<file path="config.mk">
export PLATFORM = sky130hd
export DESIGN_NAME = fdma_engine
export DESIGN_NICKNAME = d
export VERILOG_FILES = /design/src/rtl/fdma_pkg.sv /design/src/rtl/fdma_wordcount.sv /design/src/rtl/fdma_addr_step.sv /design/src/rtl/fdma_seq.sv /design/src/rtl/fdma_engine.sv
export SDC_FILE = /design/constraint.sdc
export NUM_CORES = 1
export LEC_CHECK = 0
export ABC_AREA = 0
export CAP_MARGIN = 20
export CORE_UTILIZATION = 45
export DETAILED_ROUTE_END_ITERATION = 16
export PLACE_DENSITY_LB_ADDON = 0.05
export SLEW_MARGIN = 0
export SYNTH_ARGS = -nofsm -noshare
export SYNTH_HDL_FRONTEND = slang
export SYNTH_HIERARCHICAL = 1
export SYNTH_SLANG_ARGS = --single-unit
</file>
<file path="constraint.sdc">
create_clock -name clk -period 4.8 [get_ports clk]
set_input_delay 0.96 -clock clk [delete_from_list [all_inputs] [get_ports clk]]
set_output_delay 0.96 -clock clk [all_outputs]
set_load 0.03 [all_outputs]
</file>
<file path="src/rtl/fdma_pkg.sv">
package fdma_pkg;
  typedef enum logic [2:0] {
    SEL_CTRL  = 3'd0,
    SEL_FLASH = 3'd1,
    SEL_DLO   = 3'd2,
    SEL_DHI   = 3'd3,
    SEL_LEN   = 3'd4,
    SEL_SUM   = 3'd5
  } reg_sel_e;

  typedef enum logic [1:0] {
    PH_IDLE  = 2'd0,
    PH_FETCH = 2'd1,
    PH_STORE = 2'd2
  } phase_e;

  localparam int CTL_GO   = 31;
  localparam int CTL_WR   = 1;
  localparam int CTL_SUM  = 0;
  localparam int ST_BUSY  = 31;
  localparam int ST_ERR   = 9;
  localparam int ST_DONE  = 8;
endpackage

</file>
<file path="src/rtl/fdma_wordcount.sv">
module fdma_wordcount #(
  parameter int LEN_W     = 25,
  parameter int START_LEN = 1
) (
  input  logic [LEN_W-1:0] len_i,
  output logic [LEN_W:0]   bytes_o
);
  localparam int CNT_W = LEN_W + 1;

  logic [CNT_W-1:0] biased;

  generate
    if ((START_LEN % 4) == 0) begin : g_aligned
      // bias keeps word alignment: only the programmed remainder rounds
      assign biased  = {1'b0, len_i} + CNT_W'(START_LEN);
      assign bytes_o = (biased + CNT_W'(3)) & ~CNT_W'(3);
    end else begin : g_unaligned
      assign biased  = {1'b0, len_i} + CNT_W'(START_LEN);
      assign bytes_o = (biased + CNT_W'(3)) & ~CNT_W'(3);
    end
  endgenerate
endmodule

</file>
<file path="src/rtl/fdma_addr_step.sv">
module fdma_addr_step #(
  parameter int ADDR_W = 32,
  parameter int HI_W   = 4,
  parameter int STEP   = 4
) (
  input  logic [HI_W-1:0]   hi_i,
  input  logic [ADDR_W-1:0] lo_i,
  output logic [HI_W-1:0]   hi_o,
  output logic [ADDR_W-1:0] lo_o
);
  localparam int FULL_W = HI_W + ADDR_W;

  logic [FULL_W-1:0] sum;

  assign sum  = {hi_i, lo_i} + FULL_W'(STEP);
  assign lo_o = sum[ADDR_W-1:0];
  assign hi_o = sum[FULL_W-1:ADDR_W];
endmodule

</file>
<file path="src/rtl/fdma_seq.sv">
module fdma_seq
  import fdma_pkg::*;
(
  input  logic   clk,
  input  logic   rst_n,
  input  logic   start,
  input  logic   sum_only,
  input  logic   last,
  input  logic   src_ack,
  input  logic   src_err,
  input  logic   dst_ack,
  input  logic   dst_err,
  output phase_e phase_o,
  output logic   fetch_ok_o,
  output logic   step_o,
  output logic   abort_o
);
  phase_e ph_q, ph_n;

  always_comb begin
    ph_n       = ph_q;
    fetch_ok_o = 1'b0;
    step_o     = 1'b0;
    abort_o    = 1'b0;
    unique case (ph_q)
      PH_IDLE: begin
        if (start) ph_n = PH_FETCH;
      end
      PH_FETCH: begin
        if (src_ack) begin
          if (src_err) begin
            abort_o = 1'b1;
            ph_n    = PH_IDLE;
          end else begin
            fetch_ok_o = 1'b1;
            if (sum_only) begin
              step_o = 1'b1;
              ph_n   = last ? PH_IDLE : PH_FETCH;
            end else begin
              ph_n = PH_STORE;
            end
          end
        end
      end
      PH_STORE: begin
        if (dst_ack) begin
          if (dst_err) begin
            abort_o = 1'b1;
            ph_n    = PH_IDLE;
          end else begin
            step_o = 1'b1;
            ph_n   = last ? PH_IDLE : PH_FETCH;
          end
        end
      end
      default: ph_n = PH_IDLE;
    endcase
  end

  always_ff @(posedge clk or negedge rst_n) begin
    if (!rst_n) ph_q <= PH_IDLE;
    else        ph_q <= ph_n;
  end

  assign phase_o = ph_q;
endmodule

</file>
<file path="src/rtl/fdma_engine.sv">
module fdma_engine
  import fdma_pkg::*;
#(
  parameter int ADDR_W    = 32,
  parameter int HI_W      = 4,
  parameter int LEN_W     = 25,
  parameter int DATA_W    = 32,
  parameter int START_LEN = 1
) (
  input  logic                   clk,
  input  logic                   rst_n,
  input  logic                   cfg_we,
  input  logic [2:0]             cfg_wsel,
  input  logic [31:0]            cfg_wdata,
  input  logic [2:0]             cfg_rsel,
  output logic [31:0]            cfg_rdata,
  output logic                   fl_req,
  output logic                   fl_we,
  output logic [ADDR_W-1:0]      fl_addr,
  output logic [DATA_W-1:0]      fl_wdata,
  input  logic                   fl_ack,
  input  logic                   fl_err,
  input  logic [DATA_W-1:0]      fl_rdata,
  output logic                   dr_req,
  output logic                   dr_we,
  output logic [HI_W+ADDR_W-1:0] dr_addr,
  output logic [DATA_W-1:0]      dr_wdata,
  input  logic                   dr_ack,
  input  logic                   dr_err,
  input  logic [DATA_W-1:0]      dr_rdata
);
  localparam int REG_W = 32;
  localparam int CNT_W = LEN_W + 1;
  localparam int STEP  = DATA_W / 8;

  // architectural state
  logic              dir_q, sum_q, done_q, err_q;
  logic              dir_n, sum_n, done_n, err_n;
  logic [ADDR_W-1:0] fl_q, fl_n, dlo_q, dlo_n;
  logic [HI_W-1:0]   dhi_q, dhi_n;
  logic [LEN_W-1:0]  len_q, len_n;
  logic [CNT_W-1:0]  rem_q, rem_n;
  logic [DATA_W-1:0] csum_q, csum_n, hold_q, hold_n;

  // control and datapath wires
  phase_e            phase;
  logic              busy, cfg_live, bad_mode, start, last;
  logic              fetch_ok, step, abort;
  logic              src_ack, src_err, dst_ack, dst_err;
  logic [DATA_W-1:0] src_data;
  logic [CNT_W-1:0]  tot_bytes, rem_dec;
  logic [HI_W-1:0]   dhi_inc;
  logic [ADDR_W-1:0] dlo_inc;

  assign busy     = (phase != PH_IDLE);
  assign cfg_live = cfg_we && !busy;
  assign bad_mode = cfg_wdata[CTL_WR] && cfg_wdata[CTL_SUM];
  assign start    = cfg_live && (cfg_wsel == SEL_CTRL) && cfg_wdata[CTL_GO] && !bad_mode;
  assign last     = (rem_q == CNT_W'(STEP));
  assign rem_dec  = rem_q - CNT_W'(STEP);

  assign src_ack  = dir_q ? dr_ack   : fl_ack;
  assign src_err  = dir_q ? dr_err   : fl_err;
  assign src_data = dir_q ? dr_rdata : fl_rdata;
  assign dst_ack  = dir_q ? fl_ack   : dr_ack;
  assign dst_err  = dir_q ? fl_err   : dr_err;

  fdma_wordcount #(.LEN_W(LEN_W), .START_LEN(START_LEN)) u_count (
    .len_i   (len_q),
    .bytes_o (tot_bytes)
  );

  fdma_addr_step #(.ADDR_W(ADDR_W), .HI_W(HI_W), .STEP(STEP)) u_dstep (
    .hi_i (dhi_q),
    .lo_i (dlo_q),
    .hi_o (dhi_inc),
    .lo_o (dlo_inc)
  );

  fdma_seq u_seq (
    .clk        (clk),
    .rst_n      (rst_n),
    .start      (start),
    .sum_only   (sum_q),
    .last       (last),
    .src_ack    (src_ack),
    .src_err    (src_err),
    .dst_ack    (dst_ack),
    .dst_err    (dst_err),
    .phase_o    (phase),
    .fetch_ok_o (fetch_ok),
    .step_o     (step),
    .abort_o    (abort)
  );

  // next-state
  always_comb begin
    dir_n  = dir_q;
    sum_n  = sum_q;
    done_n = done_q;
    err_n  = err_q;
    fl_n   = fl_q;
    dlo_n  = dlo_q;
    dhi_n  = dhi_q;
    len_n  = len_q;
    rem_n  = rem_q;
    csum_n = csum_q;
    hold_n = hold_q;

    if (cfg_live) begin
      unique case (cfg_wsel)
        SEL_CTRL: begin
          dir_n = cfg_wdata[CTL_WR];
          sum_n = cfg_wdata[CTL_SUM];
          if (cfg_wdata[CTL_GO]) begin
            done_n = 1'b0;
            csum_n = '0;
            err_n  = bad_mode;
            if (!bad_mode) rem_n = tot_bytes;
          end
        end
        SEL_FLASH: fl_n  = {cfg_wdata[ADDR_W-1:2], 2'b00};
        SEL_DLO:   dlo_n = {cfg_wdata[ADDR_W-1:2], 2'b00};
        SEL_DHI:   dhi_n = cfg_wdata[HI_W-1:0];
        SEL_LEN:   len_n = cfg_wdata[LEN_W-1:0];
        default:   ;
      endcase
    end

    if (fetch_ok) begin
      hold_n = src_data;
      csum_n = csum_q + src_data;
    end

    if (step) begin
      fl_n  = fl_q + ADDR_W'(STEP);
      rem_n = rem_dec;
      len_n = rem_dec[LEN_W-1:0];
      if (!sum_q) begin
        dlo_n = dlo_inc;
        dhi_n = dhi_inc;
      end
      if (last) done_n = 1'b1;
    end

    if (abort) err_n = 1'b1;
  end

  // registers
  always_ff @(posedge clk or negedge rst_n) begin
    if (!rst_n) begin
      dir_q  <= 1'b0;
      sum_q  <= 1'b0;
      done_q <= 1'b0;
      err_q  <= 1'b0;
      fl_q   <= '0;
      dlo_q  <= '0;
      dhi_q  <= '0;
      len_q  <= '0;
      rem_q  <= '0;
      csum_q <= '0;
      hold_q <= '0;
    end else begin
      dir_q  <= dir_n;
      sum_q  <= sum_n;
      done_q <= done_n;
      err_q  <= err_n;
      fl_q   <= fl_n;
      dlo_q  <= dlo_n;
      dhi_q  <= dhi_n;
      len_q  <= len_n;
      rem_q  <= rem_n;
      csum_q <= csum_n;
      hold_q <= hold_n;
    end
  end

  // memory ports
  assign fl_req   = ((phase == PH_FETCH) && !dir_q) || ((phase == PH_STORE) && dir_q);
  assign dr_req   = ((phase == PH_FETCH) && dir_q)  || ((phase == PH_STORE) && !dir_q);
  assign fl_we    = (phase == PH_STORE);
  assign dr_we    = (phase == PH_STORE);
  assign fl_addr  = fl_q;
  assign dr_addr  = {dhi_q, dlo_q};
  assign fl_wdata = hold_q;
  assign dr_wdata = hold_q;

  // register readback
  always_comb begin
    cfg_rdata = '0;
    unique case (cfg_rsel)
      SEL_CTRL: begin
        cfg_rdata[ST_BUSY] = busy;
        cfg_rdata[ST_ERR]  = err_q;
        cfg_rdata[ST_DONE] = done_q;
        cfg_rdata[CTL_WR]  = dir_q;
        cfg_rdata[CTL_SUM] = sum_q;
      end
      SEL_FLASH: cfg_rdata = REG_W'(fl_q);
      SEL_DLO:   cfg_rdata = REG_W'(dlo_q);
      SEL_DHI:   cfg_rdata = REG_W'(dhi_q);
      SEL_LEN:   cfg_rdata = REG_W'(len_q);
      SEL_SUM:   cfg_rdata = REG_W'(csum_q);
      default:   cfg_rdata = '0;
    endcase
  end
endmodule

</file>
==> results.toml, run 1 <==
[detailed_routing]
drt-pass1-iter-count = 6
wire_per_inst_um = 22.0
wl_um = 49300
vias = 13300
drtIter0Drc = 1088
via_per_inst = 5.93
drc = 0
drt.antenna.violating_nets = 0

[pwr]
p_leak_uw = 0.00727
total_power_uw = 11600
peakVddDrop_uv = 324
power_density_mw_per_mm2 = 672

[worst_setup_path]
critPathArrivalTime_ps = 3610
rr_worst_depth = 11
worst_setup_path_start_kind = "input pin"
cp.required_ps = 3840
crit_fanout = 19
end_kind = "output pin"
worstSetupPathType = "input pin to output pin"

[logic_synthesis]
synth_top_family_by_area = "simple AND/OR/NAND/NOR gates"
syn_area_per_cell_um2 = 8.42
synth_area_mm2 = 0.0138
synth-simple-area-share_pct = 22.7
synth_compound_area_share_pct = 16.8
synth_edf_count = 0
synthMuxAreaShare_pct = 11.0
synth-adder-area-share_pct = 3.97
yosys_warnings = 6
synth_flop_cell = "dfrtp_1"
yosysUniqueCellTypes = 86
async_flop_share_pct = 100
ys_ff_latch = 187
synthCells = 1633
ys_seq_area_share_pct = 34.0
synth_xor_area_share_pct = 6.11

[layout]
fin_area_mm2 = 0.0173
drive_above_1_share_pct = 10.1
final_common_cell = "clkdlybuf4s50_1"
area_delta_synth_final_pct = 25.5
layoutNonFillerInstCount = 2244
fin_nets = 1992
layout_common_cells = "clkdlybuf4s50_1, nand2_1, nor2_1"

[floorplanning]
die_w_um = 177
die_h_um = 177
start_util_pct = 46.0
die_area_mm2 = 0.0313
rows = 63
pin_count = 277
coreArea_mm2 = 0.0299

[placement]
place_inst = 2211
gp_congestion = 0.939
placed_cell_area_mm2 = 0.0167
io_buffers = 274
pre_cts_ws_ps = 304
dp_hpwl_um = 37400

[cts]
cts.reportedPaths.clkPinSlew_ps = 80
cts_resized = 0
cts_sinks = 187
postCtsSetupRepairBufs = 0
htreeDepth = 4
clk_latency_ps = 460
ctsHoldBuffers = 0
cts_tree = "done"
clock_path_buffers = 2
cts_root_buf = "clkbuf_16"
cts_buffers = 17

[outcome]
status = "complete, no violations"

[timing]
rsz0062_at_grt = "no"
postLayoutSetupSlackWorst_ps = 235
period_share_pct = 95.1
worst_slew_pin_slew_ps = 954
post-route-min-period_ps = 4570
finalMaxSlewViolations = 0
setup_violations = 0
slew_headroom_pct = 36.4
fin_tns_setup_ps = 0
fmax_ghz = 0.219
finalHoldViolCount = 0
worst_clock_skew_ps = 16.9

[run]
max-cap-violations = 0

[grt]
grt_pass1_vias = 12400
grt-ovfl-total = 0
grt_start_max_net_pins = 91
antenna_found_initial = 3
track_usage_pct = 31.5
grt_pass1_wl_um = 74300

[min_path]
hold_class = "input pin to async pin"
[cells by family after synthesis]
family / after synthesis
compound gates: 369
buf+inv: 158
flops: 187
other cells: 2
mux: 142
xor+xnor: 96
simple gates: 636
fa+ha+maj: 43
[Yosys cell counts, types with 26 or more instances]
| master | number | area share (%) |
|---|---|---|
| a21oi_1 | 87 | 3.2 |
| xor2_1 | 32 | 2.0 |
| nand2_1 | 200 | 5.5 |
| inv_1 | 33 | 0.90 |
| buf_4 | 40 | 2.2 |
| nand3_1 | 69 | 2.5 |
| ha_1 | 42 | 3.8 |
| nand4_1 | 29 | 1.3 |
| o21ai_0 | 124 | 4.5 |
| dfrtp_1 | 187 | 34 |
| mux2i_1 | 81 | 5.9 |
| xnor2_1 | 64 | 4.1 |
| mux2_2 | 59 | 4.8 |
| and3_1 | 38 | 1.7 |
| nor3_1 | 26 | 0.95 |
| clkbuf_1 | 65 | 1.8 |
| nor2_1 | 189 | 5.2 |
[metrics by stage]
stage	hold slack, ps	utilization, %
final	509	57.8
after global routing	559	57.8
after CTS	535	57.8
after detailed placement	515	55.8
after global placement	509	55.8
after floorplan	469	-
[final cells by class]
type	count	area, um^2
inverter	35	133
timing repair buffer	309	3010
fill	2778	12600
multi-input combinational	1290	8360
tap	390	488
clock buffer	17	425
antenna	1	2.50
clock inverter	15	168
sequential	187	4680
[worst paths after layout]
path                             start           end  slack [ps]
max                        cfg_rsel[1]  cfg_rdata[5]         230
min                              rst_n   dr_wdata[6]         510
max reg2reg                      dir_q    csum_q[30]        1020
min reg2reg                dr_wdata[0]   dr_wdata[0]         530
max in group asynchronous        rst_n     dlo_q[23]        3190
min in group clk           dr_wdata[0]   dr_wdata[0]         530
[where the power goes]
group | total (uW) | internal, uW | switching, uW
logic | 6470 | 2780 | 3690
registers | 3660 | 2310 | 1350
clock network | 1470 | 704 | 768
total | 11600 | 5800 | 5810
[routing by layer]
metal  up-vias  wire [um]  track usage [%]
li1       6212          -                -
met1      6438      21000             41.8
met2       563      23300             51.6
met3        92       3330             4.77
met4         0       1690             12.4
met5         -          0                0
[critical path, stage by stage]
cell and delay [ps]:
clkdlybuf4s50_1 570, inv_1 170, buf_4 200, nor3_2 280, buf_4 320, a22oi_1 130, nor2_1 120, a41o_1 160
clkdlybuf4s50_1 690
[registers in the layout, indices dropped and copies added, names as in the netlist]
| signal | count |
|---|---|
| csum_q | 32 |
| dlo_q | 32 |
| dr_wdata | 32 |
| fl_addr | 30 |
| rem_q | 26 |
| len_q | 25 |
| dhi_q | 4 |
| u_seq/phase_o | 2 |
| dir_q | 1 |
| done_q | 1 |
| err_q | 1 |
| sum_q | 1 |
No activity file was read; power rests on OpenSTA's default activity.
==> run 2: changes to the inputs <==
==> constraint.sdc (replaced) <==
create_clock -name clk -period 4.8 [get_ports clk]
set_input_delay 0.48 -clock clk [delete_from_list [all_inputs] [get_ports clk]]
set_output_delay 0.48 -clock clk [all_outputs]
set_load 0.03 [all_outputs]
==> run 2 against run 1 <==
Net effect:
- core utilization shrank 0.34 points
- first-iteration DRC count grew 9.1%
- hold slack lost 370 ps
- clock power grew 3%
- non-clock buffer count shrank 15
- flip-flop and latch count is the same
- critical path type unchanged
- highest routed layer unchanged
==> results.toml, run 2 (synthesized netlist as in run 1, its figures left out) <==
[outcome]
status = "complete, no violations"

[pwr]
swShare_pct = 49.8
p_int_uw = 5820
p_clk_share_pct = 13.0
power_density_mw_per_mm2 = 676
p_leak_uw = 0.00716
seq_power_share_pct = 31.5
peakVddDrop_uv = 317
pwr-share-comb_pct = 55.4
total_power_uw = 11600
switchingPower_uw = 5780

[worst_setup_path]
cp_cell_sequence = "clkdlybuf4s50_1 > inv_1 > nand2_1 > buf_4 > nor2_1 > nor3_1 > buf_4 > nor2_1 > clkdlybuf4s50_1"
rrSetupSlack_ps = 1050
critPathArrivalTime_ps = 3650
cp.required_ps = 4320
end_kind = "output pin"
worst_setup_path_start_kind = "input pin"
cpMaxStageDelayCell = "nor3_1"
max_stage_delay_ps = 850
crit_fanout = 13
timing.rr.end = "csum_q[29]"
cp.depth = 9
r2r_start = "dir_q"
worstSetupPathType = "input pin to output pin"
crit_family = "buffers and inverters"
cp_num_buf_inv = 5
rr_worst_depth = 8

[layout]
drive_above_1_share_pct = 8.32
fin_area_mm2 = 0.0172
multi_input_area_mm2 = 0.00836
layoutNonFillerInstCount = 2229
fin_nets = 1977
n_fill_cell = 2813
area_delta_synth_final_pct = 24.8
layout_common_cells = "clkdlybuf4s50_1, nand2_1, nor2_1"
final_common_cell = "clkdlybuf4s50_1"
regArea_mm2 = 0.00468

[timing]
slew_headroom_pct = 25.4
period_share_pct = 85.9
fin_tns_setup_ps = 0
worst_slew_pin_slew_ps = 1120
fmax_ghz = 0.242
post-route-min-period_ps = 4130
worst_clock_skew_ps = 18.3
rsz0062_at_grt = "no"
finalMaxSlewViolations = 0
setup_violations = 0
finalHoldViolCount = 0

[cts]
cts_tree = "done"
cts_buffers = 17
postCtsSetupRepairBufs = 0
ctsHoldBuffers = 0
clock_path_buffers = 2
cts_root_buf = "clkbuf_16"
cts_resized = 0
htreeDepth = 4
clk_latency_ps = 450
cts.reportedPaths.clkPinSlew_ps = 80
cts_sinks = 187

[floorplanning]
start_util_pct = 46.0
coreArea_mm2 = 0.0299
die_w_um = 177
die_h_um = 177
die_area_mm2 = 0.0313
rows = 63
pin_count = 277

[grt]
grt_pass1_vias = 12700
grt-ovfl-total = 0
antenna_found_initial = 2
track_usage_pct = 31.6
grt_pass1_wl_um = 74700
grt_start_max_net_pins = 112

[detailed_routing]
vias = 13200
wl_um = 49100
drt-pass1-iter-count = 5
drc = 0
via_per_inst = 5.93
drt.antenna.violating_nets = 0
wire_per_inst_um = 22.0
drtIter0Drc = 1187

[placement]
io_buffers = 274
placed_cell_area_mm2 = 0.0165
place_inst = 2196
gp_congestion = 0.952
dp_hpwl_um = 36700

[run]
max-cap-violations = 0

[min_path]
hold_class = "input pin to async pin"
-- run 2: worst max path at each step --
| stage | start | endpoint | slack, ps |
|---|---|---|---|
| global placement | cfg_rsel[1] | cfg_rdata[11] | 790 |
| global route | cfg_rsel[1] | cfg_rdata[22] | 530 |
| finish | cfg_rsel[1] | cfg_rdata[12] | 670 |
| floorplan | dir_q | csum_q[26] | 1580 |
| detailed placement | cfg_rsel[1] | cfg_rdata[12] | 770 |
| CTS | cfg_rsel[1] | cfg_rdata[12] | 760 |
-- run 2: power by group through the flow --
stage               combinational [uW]  sequential, uW  clock, uW
floorplan                         3790            3860          0
global placement                  6330            3650          0
detailed placement                6390            3650          0
CTS                               6420            3630       1530
global route                      6990            3760       1580
finish                            6430            3660       1510
-- run 2: stage by stage --
step / utilization [%] / worst slack [ps] / hold WS, ps
floorplan: - / 1580 / 184
global placement: 55.4 / 794 / 505
detailed placement: 55.4 / 770 / 518
CTS: 57.4 / 761 / 224
global route: 57.4 / 534 / 213
finish: 57.4 / 674 / 142
-- run 2: layer usage --
layer / GRT usage (%) / wire (um) / share of wire (%)
met1: 41.2 / 20800 / 42
met5: 0 / 0 / 0
met3: 5.28 / 3420 / 7.0
met2: 52.4 / 23200 / 47
met4: 11.4 / 1570 / 3.2
-- run 2: final cells by class --
type	instances	share of cell area (%)
Clock inverter	15	1.11
Inverter	35	0.773
Timing Repair Buffer	294	16.8
Tap cell	390	2.84
Clock buffer	17	2.48
Multi-Input combinational cell	1290	48.7
Sequential cell	187	27.3
Antenna cell	1	0.0146
